==> src/rtl/lin_csum_pkg.sv <==
// Package: shared byte type, configuration field layout and the
// end-around-carry adder used by the checksum accumulator.
// Assumes bytes are 8 bits wide, which the checksum format fixes.
package lin_csum_pkg;
    localparam int BYTE_W = 8;
    typedef logic [BYTE_W-1:0] byte_t;

    // Bit 7 selects enhanced mode; bits 3:0 are the size field; 6:4 unused.
    localparam int    CFG_VER_BIT = 7;
    localparam byte_t CFG_MASK    = 8'h8F;

    // Frame sequencer phase.
    typedef enum logic {PH_IDLE = 1'b0, PH_OPEN = 1'b1} phase_t;

    // 8-bit add in which the carry out of the top bit is added back in.
    function automatic byte_t ec_add(input byte_t a, input byte_t b);
        logic [BYTE_W:0] t;
        t = {1'b0, a} + {1'b0, b};
        return t[BYTE_W-1:0] + {{(BYTE_W-1){1'b0}}, t[BYTE_W]};
    endfunction
endpackage

==> src/rtl/lin_cfg_reg.sv <==
// Configuration byte register.
// Holds the version bit and the size field. Unused bits are masked on
// write, so they always read back as zero. Synchronous active-low reset.
module lin_cfg_reg
    import lin_csum_pkg::*;
(
    input  logic  clk,
    input  logic  rst_n,
    input  logic  we,
    input  byte_t wdata,
    output byte_t cfg
);
    // Capture masked write data; reset to classic mode, size 0.
    always_ff @(posedge clk) begin
        if (!rst_n)  cfg <= '0;
        else if (we) cfg <= wdata & CFG_MASK;
    end
endmodule

==> src/rtl/lin_len_decode.sv <==
// Data-field length decoder.
// Turns the size field and identifier bits 5:4 into a byte count.
// Out-of-range codes are clamped to MAX_LEN and flagged.
// Purely combinational; assumes MAX_LEN >= 8.
module lin_len_decode #(
    parameter int SIZE_W  = 4,
    parameter int MAX_LEN = 8,
    parameter int LEN_W   = $clog2(MAX_LEN + 1)
) (
    input  logic [SIZE_W-1:0] size,
    input  logic [1:0]        id_hi,
    output logic [LEN_W-1:0]  len,
    output logic              oob
);
    localparam logic [SIZE_W-1:0] SZ_BY_ID = '1;
    localparam logic [LEN_W-1:0]  LEN_MAX  = LEN_W'(MAX_LEN);

    // Select between identifier decode, direct value and clamp.
    always_comb begin
        oob = 1'b0;
        if (size == SZ_BY_ID) begin
            unique case (id_hi)
                2'b00, 2'b01: len = LEN_W'(2);
                2'b10:        len = LEN_W'(4);
                default:      len = LEN_W'(8);
            endcase
        end else if (size == '0 || 32'(size) > MAX_LEN) begin
            len = LEN_MAX;
            oob = 1'b1;
        end else begin
            len = LEN_W'(size);
        end
    end
endmodule

==> src/rtl/lin_csum_acc.sv <==
// Checksum accumulator.
// Loads a seed (zero or the protected identifier) on clear, then folds
// each added byte in with end-around carry. Seed takes priority over add.
module lin_csum_acc
    import lin_csum_pkg::*;
(
    input  logic  clk,
    input  logic  rst_n,
    input  logic  load,
    input  byte_t seed,
    input  logic  add,
    input  byte_t din,
    output byte_t sum
);
    // Seed on frame open, otherwise accumulate accepted data bytes.
    always_ff @(posedge clk) begin
        if (!rst_n)    sum <= '0;
        else if (load) sum <= seed;
        else if (add)  sum <= ec_add(sum, din);
    end
endmodule

==> src/rtl/lin_frame_seq.sv <==
// Frame sequencer.
// Latches the length at start, counts data bytes, treats the byte after
// the last data byte as the received checksum, and ends the frame early
// on a data byte that carries the last strobe.
// Assumes start is a single-cycle pulse; start outranks a byte in the same cycle.
module lin_frame_seq
    import lin_csum_pkg::*;
#(
    parameter int LEN_W = 4
) (
    input  logic             clk,
    input  logic             rst_n,
    input  logic             start,
    input  logic [LEN_W-1:0] len_in,
    input  logic             byte_valid,
    input  logic             byte_last,
    input  byte_t            byte_data,
    input  byte_t            expect_csum,
    output logic             add_en,
    output logic             open,
    output logic             match,
    output logic             done
);
    phase_t           phase;
    logic [LEN_W-1:0] cnt;
    logic [LEN_W-1:0] len_q;
    logic             accept;
    logic             in_data;

    assign open    = (phase == PH_OPEN);
    assign accept  = byte_valid && !start && open;
    assign in_data = (cnt < len_q);
    assign add_en  = accept && in_data;

    // Track phase, byte count, result flag and done strobe.
    always_ff @(posedge clk) begin
        if (!rst_n) begin
            phase <= PH_IDLE;
            cnt   <= '0;
            len_q <= '0;
            match <= 1'b0;
            done  <= 1'b0;
        end else begin
            done <= 1'b0;
            if (start) begin
                phase <= PH_OPEN;
                cnt   <= '0;
                len_q <= len_in;
                match <= 1'b0;
            end else if (accept) begin
                if (in_data) begin
                    cnt <= cnt + 1'b1;
                    if (byte_last) begin
                        phase <= PH_IDLE;
                        done  <= 1'b1;
                        match <= 1'b0;
                    end
                end else begin
                    phase <= PH_IDLE;
                    done  <= 1'b1;
                    match <= (byte_data == expect_csum);
                end
            end
        end
    end

    // the end strobe never lasts two cycles.
    p_done_pulse_r9: assert property (@(posedge clk) disable iff (!rst_n)
        done |=> !done);

    // the data count never passes the latched length.
    p_count_bound_r8: assert property (@(posedge clk) disable iff (!rst_n)
        open |-> (cnt <= len_q));

    // an early last byte closes the frame without a match.
    p_early_last_r10: assert property (@(posedge clk) disable iff (!rst_n)
        (add_en && byte_last) |=> (done && !match && !open));
endmodule

==> src/rtl/lin_csum_unit.sv <==
// LIN frame checksum and length unit (top).
// Combines the configuration register, length decoder, accumulator and
// frame sequencer. Classic mode seeds with zero, enhanced mode with the
// protected identifier. Synchronous active-low reset; one byte per cycle.
module lin_csum_unit
    import lin_csum_pkg::*;
#(
    parameter int SIZE_W  = 4,
    parameter int MAX_LEN = 8,
    parameter int LEN_W   = $clog2(MAX_LEN + 1)
) (
    input  logic             clk,
    input  logic             rst_n,
    input  logic             cfg_we,
    input  logic [7:0]       cfg_wdata,
    output logic [7:0]       cfg_rdata,
    input  logic [7:0]       pid,
    input  logic             start,
    input  logic             byte_valid,
    input  logic [7:0]       byte_data,
    input  logic             byte_last,
    output logic [LEN_W-1:0] data_len,
    output logic             size_oob,
    output logic [7:0]       run_sum,
    output logic [7:0]       csum_out,
    output logic             chk_match,
    output logic             done
);
    byte_t cfg;
    logic  enh;
    logic  add_en;
    logic  open;
    byte_t seed;

    lin_cfg_reg u_cfg (
        .clk   (clk),
        .rst_n (rst_n),
        .we    (cfg_we),
        .wdata (cfg_wdata),
        .cfg   (cfg)
    );

    assign cfg_rdata = cfg;
    assign enh       = cfg[CFG_VER_BIT];
    assign seed      = enh ? pid : '0;

    lin_len_decode #(
        .SIZE_W  (SIZE_W),
        .MAX_LEN (MAX_LEN),
        .LEN_W   (LEN_W)
    ) u_len (
        .size  (cfg[SIZE_W-1:0]),
        .id_hi (pid[5:4]),
        .len   (data_len),
        .oob   (size_oob)
    );

    lin_csum_acc u_acc (
        .clk   (clk),
        .rst_n (rst_n),
        .load  (start),
        .seed  (seed),
        .add   (add_en),
        .din   (byte_data),
        .sum   (run_sum)
    );

    assign csum_out = ~run_sum;

    lin_frame_seq #(.LEN_W(LEN_W)) u_seq (
        .clk         (clk),
        .rst_n       (rst_n),
        .start       (start),
        .len_in      (data_len),
        .byte_valid  (byte_valid),
        .byte_last   (byte_last),
        .byte_data   (byte_data),
        .expect_csum (csum_out),
        .add_en      (add_en),
        .open        (open),
        .match       (chk_match),
        .done        (done)
    );

    // one cycle of reset leaves the configuration at zero.
    p_cfg_reset_r1: assert property (@(posedge clk)
        !rst_n |=> (cfg_rdata == 8'h00));

    // classic start clears the sum.
    p_classic_seed_r5: assert property (@(posedge clk) disable iff (!rst_n)
        (start && !enh) |=> (run_sum == 8'h00));

    // enhanced start seeds the sum with the protected identifier.
    p_enh_seed_r6: assert property (@(posedge clk) disable iff (!rst_n)
        (start && enh) |=> (run_sum == $past(pid)));

    // with no frame open and no start, the sum holds.
    p_idle_hold_r11: assert property (@(posedge clk) disable iff (!rst_n)
        (!open && !start) |=> $stable(run_sum));

    // a clamp is always to the maximum length.
    p_clamp_r4: assert property (@(posedge clk) disable iff (!rst_n)
        size_oob |-> (32'(data_len) == MAX_LEN));
endmodule

==> config.mk <==
export PLATFORM = sky130hd
export DESIGN_NAME = lin_csum_unit
export DESIGN_NICKNAME = d
export VERILOG_FILES = /design/src/rtl/lin_csum_pkg.sv /design/src/rtl/lin_cfg_reg.sv /design/src/rtl/lin_len_decode.sv /design/src/rtl/lin_csum_acc.sv /design/src/rtl/lin_frame_seq.sv /design/src/rtl/lin_csum_unit.sv
export SDC_FILE = /design/constraint.sdc
export NUM_CORES = 1
export LEC_CHECK = 0
export BUFFER_PORTS_ARGS = -buffer_cell sky130_fd_sc_hd__buf_2
export CAP_MARGIN = 20
export CORE_MARGIN = 1
export CORE_UTILIZATION = 47
export CTS_BUF_LIST = sky130_fd_sc_hd__clkbuf_4 sky130_fd_sc_hd__clkbuf_8
export CTS_CLUSTER_DIAMETER = 200
export DETAILED_ROUTE_END_ITERATION = 10
export PLACE_DENSITY = 0.82
export SYNTH_ARGS = -nofsm -noshare
export SYNTH_HDL_FRONTEND = slang
export SYNTH_SLANG_ARGS = --single-unit
==> constraint.sdc <==
create_clock -name clk -period 2.75 [get_ports clk]
set_input_delay 0.1375 -clock clk [delete_from_list [all_inputs] [get_ports clk]]
set_output_delay 0.1375 -clock clk [all_outputs]
set_load 0.01 [all_outputs]
==> summary.md <==
| Metric | Value |
|---|---|
| Vias per inst | 5.59 |
| First-pass GRT wire length | 7.37 mm |
| Worst EP required | 2.89 ns |
| HP Start | cfg_wdata[7] |
| Area grow syn2layout | 28.6% |
| Hpwl dp | 3.48 mm |
| Outcome | finished clean |
| Yosys reg bits | 24 |
| Crit-path max cell delay | 0.39 ns |
| CTS sink cnt | 24 |
| Pwr/cell area | 469 mW/mm² |
| Leakage | 0.000981 µW |
| Hold WC Path Type | in2reg |
| Mapped Cells | 211 |
| Top FF cell, synth | dfxtp_1 |
| Worst vdd rail ir drop | between 200 and 300 µV |
| Core area | around 0.0035 mm² |
| Detailed-route wire length | 4.53 mm |
| Worst-path clk slew | 0.09 ns |
| 1st-iter DRT viols | 136 |
| Crit start category | register |
| Pre-CTS WS | -0.0780 ns |
| RR Startpoint | u_acc.sum[0] |
| Maxcap violations | 0 |
| Mapped cell area | 0.00176 mm² |
| H-Tree Level Count | 1 |
| Worst reg-to-reg setup slack | 0.06 ns |
| Worst slew pin tran | 0.517 ns |
| Sequential-to-total area share from yosys stat | 0.273 |
| Remaining global-route overflow | 0 |
| Clk_lat worst skew | 0.27 ns |
| Post-layout instance area | 0.00226 mm² |
| Switching Power | 335 µW |
| Hold Path End | u_cfg.cfg[7] |
| GRT Total Usage | 0.231 |
| Clock Tree Buf Depth | 2 |
| Fill cell count | 333 |
| Final setup fails | 0 |
| Combinational Power Share | 0.340 |
| CTS tree | built |
| WS Path Type | reg2reg |
| Crit-path max FO | 2 |
| Largest net degree at the start of global routing | 17 |
| Crit path DAT | about 2.8 ns |
| Clock period minus worst slack | about 2.7 ns |
| Unrepaired setup endpoints after global routing | true |
| Hold Fails Final Rpt | 0 |
| Chip width | 63.2 µm |
| Initial antenna violation count | 0 |
| Die H | roughly 63 µm |
| Part of the power in registers | 0.364 |
| Initial core utilization | 0.508 |
| ANT nets after route | 0 |
| Wirelength per Cell | 14.2 µm |
| Synth Area per Inst | ~8.3 µm² |
| Std-Cell Rows | 21 |
| Depth of the worst hold-timing path | 3 |
| Area post-placement | 0.00212 mm² |
| Crit-path cells | ha_4 > fa_2 > a211oi_2 > o21ai_1 > a21o_1 > a21o_1 > ha_2 > o2111ai_2 > buf_4 > nor2_1 > xor2_1 > a22oi_1 > o22ai_1 |
| Pint | 728 µW |
| Share of post-route cells with drive strength above 1 | 0.333 |
| Via count | around 1800 |
| Yosys Warn Count | 0 |
| Number of flops mapped to enable cells by yosys | 0 |
| CP Capture Type | register |
| Async set or reset register ratio after synthesis | 0 |
| CP most frequent cell | a21o_1 |
| Yosys cell types | 49 |
| F_max | 0.372 GHz |
| DR DRC count | 0 |
| Max-slew violations | 0 |
| R2r endpoint | u_acc.sum[4] |
| Routability cong. | 0.853 |
| First-pass iteration count of the detailed router | 4 |
| Final period util | 0.979 |
| Final setup skew | 0.00378 ns |
| Net Sw Frac | 0.315 |
| Vias in the first global route | approximately 1700 |
| IO Count | 61 |
| # diodes | 0 |
| CTS Buf Count | 3 |
| Final Worst Setup Slack | 0.0584 ns |
| R2R cell count | 13 |
| Port Buffers | 54 |
| CP max-delay cell | fa_2 |
| Slew Limit Headroom | 0.653 |
| Clk pwr share | 0.297 |
| Die ar. | 0.00399 mm² |
| Nets | between 300 and 400 |
| Root Driver | clkbuf_8 |
| # hold bufs at CTS | 0 |
## layer usage
layer	track usage	share of wire	vias to the layer above
met5	0	0	-
met4	0.0881	0.015	0
met3	0.0326	0.047	7
met2	0.417	0.49	59
met1	0.274	0.44	836
li1	-	-	881
## through the flow
step / util / hold slack [ns] / total power (µW) / instances / setup TNS (ns)
2_1_floorplan: - / 0.266 / 618 / 213 / 0
3_3_place_gp: 0.611 / 0.372 / 720 / 313 / 0
3_5_place_dp: 0.611 / 0.382 / 728 / 313 / -0.175
4_1_cts: 0.634 / 0.0914 / 1050 / 317 / 0
5_1_grt: 0.653 / 0.123 / 1120 / 319 / -0.0352
6_report: 0.653 / 0.0943 / 1060 / 319 / 0
## final cells by class
| cell class | instances | area, µm² | area share |
|---|---|---|---|
| multi-input cells | 166 | 1250 | 0.553 |
| flip-flops and latches | 24 | 482 | 0.213 |
| repair buffers | 64 | 345 | 0.152 |
| well taps | 46 | 57.6 | 0.0254 |
| inverters | 15 | 56.3 | 0.0249 |
| clock buffers | 3 | 41.3 | 0.0182 |
| clock inverters | 1 | 30.0 | 0.0133 |
## placed cells by master (no fill, tap or decap), types with 2 or more instances in the layout
cell | synthesis | final
nand3_1 | 6 | 6
ha_2 | 0 | 2
xor2_1 | 3 | 3
nor3_1 | 6 | 6
ha_1 | 14 | 9
conb_1 | 1 | 3
o22ai_1 | 4 | 4
nand4b_1 | 2 | 2
and2_1 | 3 | 3
a21o_1 | 4 | 4
a211oi_2 | 1 | 2
a21oi_1 | 11 | 11
nor3b_1 | 2 | 2
nand2_1 | 12 | 12
ha_4 | 0 | 3
a2111oi_2 | 2 | 2
nand2b_1 | 3 | 3
a211oi_1 | 4 | 3
xnor2_1 | 5 | 5
o31ai_1 | 2 | 2
clkbuf_8 | 0 | 3
inv_1 | 15 | 15
a221oi_1 | 2 | 2
nor2b_1 | 2 | 2
buf_4 | 3 | 10
nor4_1 | 3 | 3
or3_1 | 2 | 2
buf_2 | 0 | 54
nor2_1 | 23 | 23
dfxtp_1 | 24 | 23
o21ai_1 | 1 | 2
a21boi_0 | 2 | 2
a22oi_1 | 4 | 4
a211oi_4 | 2 | 2
mux2i_1 | 10 | 10
o21ai_0 | 13 | 12
## synth_stat cells (2+ instances only)
library cell  instances  area share
nor4_1                3       0.011
inv_1                15       0.032
nand2_1              12       0.026
nor3_1                6       0.017
and2_1                3       0.011
a211oi_1              4       0.017
a22oi_1               4       0.017
nor3b_1               2      0.0085
or3_1                 2      0.0071
a21o_1                4       0.017
a221oi_1              2       0.010
o21ai_0              13       0.037
nand4b_1              2       0.010
nor2_1               23       0.049
buf_4                 3       0.013
xor2_1                3       0.015
ha_1                 14        0.10
clkbuf_1              3      0.0064
a211oi_4              2       0.023
nand2b_1              3       0.011
o22ai_1               4       0.014
a21oi_1              11       0.031
a21boi_0              2      0.0085
xnor2_1               5       0.025
mux2i_1              10       0.057
o31ai_1               2      0.0085
dfxtp_1              24        0.27
nor2b_1               2      0.0071
nand3_1               6       0.017
a2111oi_2             2       0.017
buf_1                 2      0.0043
## worst max-delay path by stage
stage	startpoint	endpoint	slack, ns	depth (start not counted)
6_report	u_acc.sum[0]	u_acc.sum[4]	0.06	13
5_1_grt	u_acc.sum[0]	u_acc.sum[5]	-0.02	12
4_1_cts	u_acc.sum[0]	u_acc.sum[7]	0.003	11
3_5_place_dp	u_acc.sum[0]	u_acc.sum[5]	-0.08	12
3_3_place_gp	u_acc.sum[0]	u_acc.sum[5]	0.02	12
2_1_floorplan	u_acc.sum[0]	u_acc.sum[5]	0.02	12
## repair_timing
action	4_1_cts	5_1_grt
pin swaps	2	11
endpoints found under the setup margin	3	4
gates resized for setup	3	10
buffers inserted	0	2
## cell families (layout without fill, tap and decap cells)
logic type      Yosys count  count (layout)  share of synthesized area
compound gates           61              61                      0.264
xor+xnor                  8               8                     0.0398
fa+ha+maj                15              15                      0.111
buf+inv                  23              83                     0.0554
flops                    24              24                      0.273
mux                      10              10                     0.0569
other cells               1               3                    0.00213
simple gates             69              69                      0.198
## power by group through the flow
stage / clock (µW) / combinational (µW) / sequential [µW]
3_5_place_dp: 0 / 335 / 393
5_1_grt: 342 / 393 / 389
3_3_place_gp: 0 / 328 / 392
2_1_floorplan: 0 / 221 / 397
6_report: 315 / 361 / 387
4_1_cts: 321 / 340 / 385
## sequential cells by signal (all words and copies together) (netlist names)
| register | cells |
|---|---|
| u_seq.done | 1 |
| u_acc.sum | 8 |
| u_seq.len_q | 4 |
| u_cfg.cfg | 5 |
| u_seq.match | 1 |
| u_seq.cnt | 4 |
| u_seq.open | 1 |
## worst max-delay path: cells and delay by family (launching register included)
family	cells	cell delay, ns
and+or+nand+nor	1	0.04
xor gates and xnor gates	1	0.16
adders and majority gates	3	0.74
DFF	1	0.34
AOI/OAI and AO/OA	7	1.13
buffers and inverters	1	0.14
Note: power is estimated with default switching activity, not from simulation.
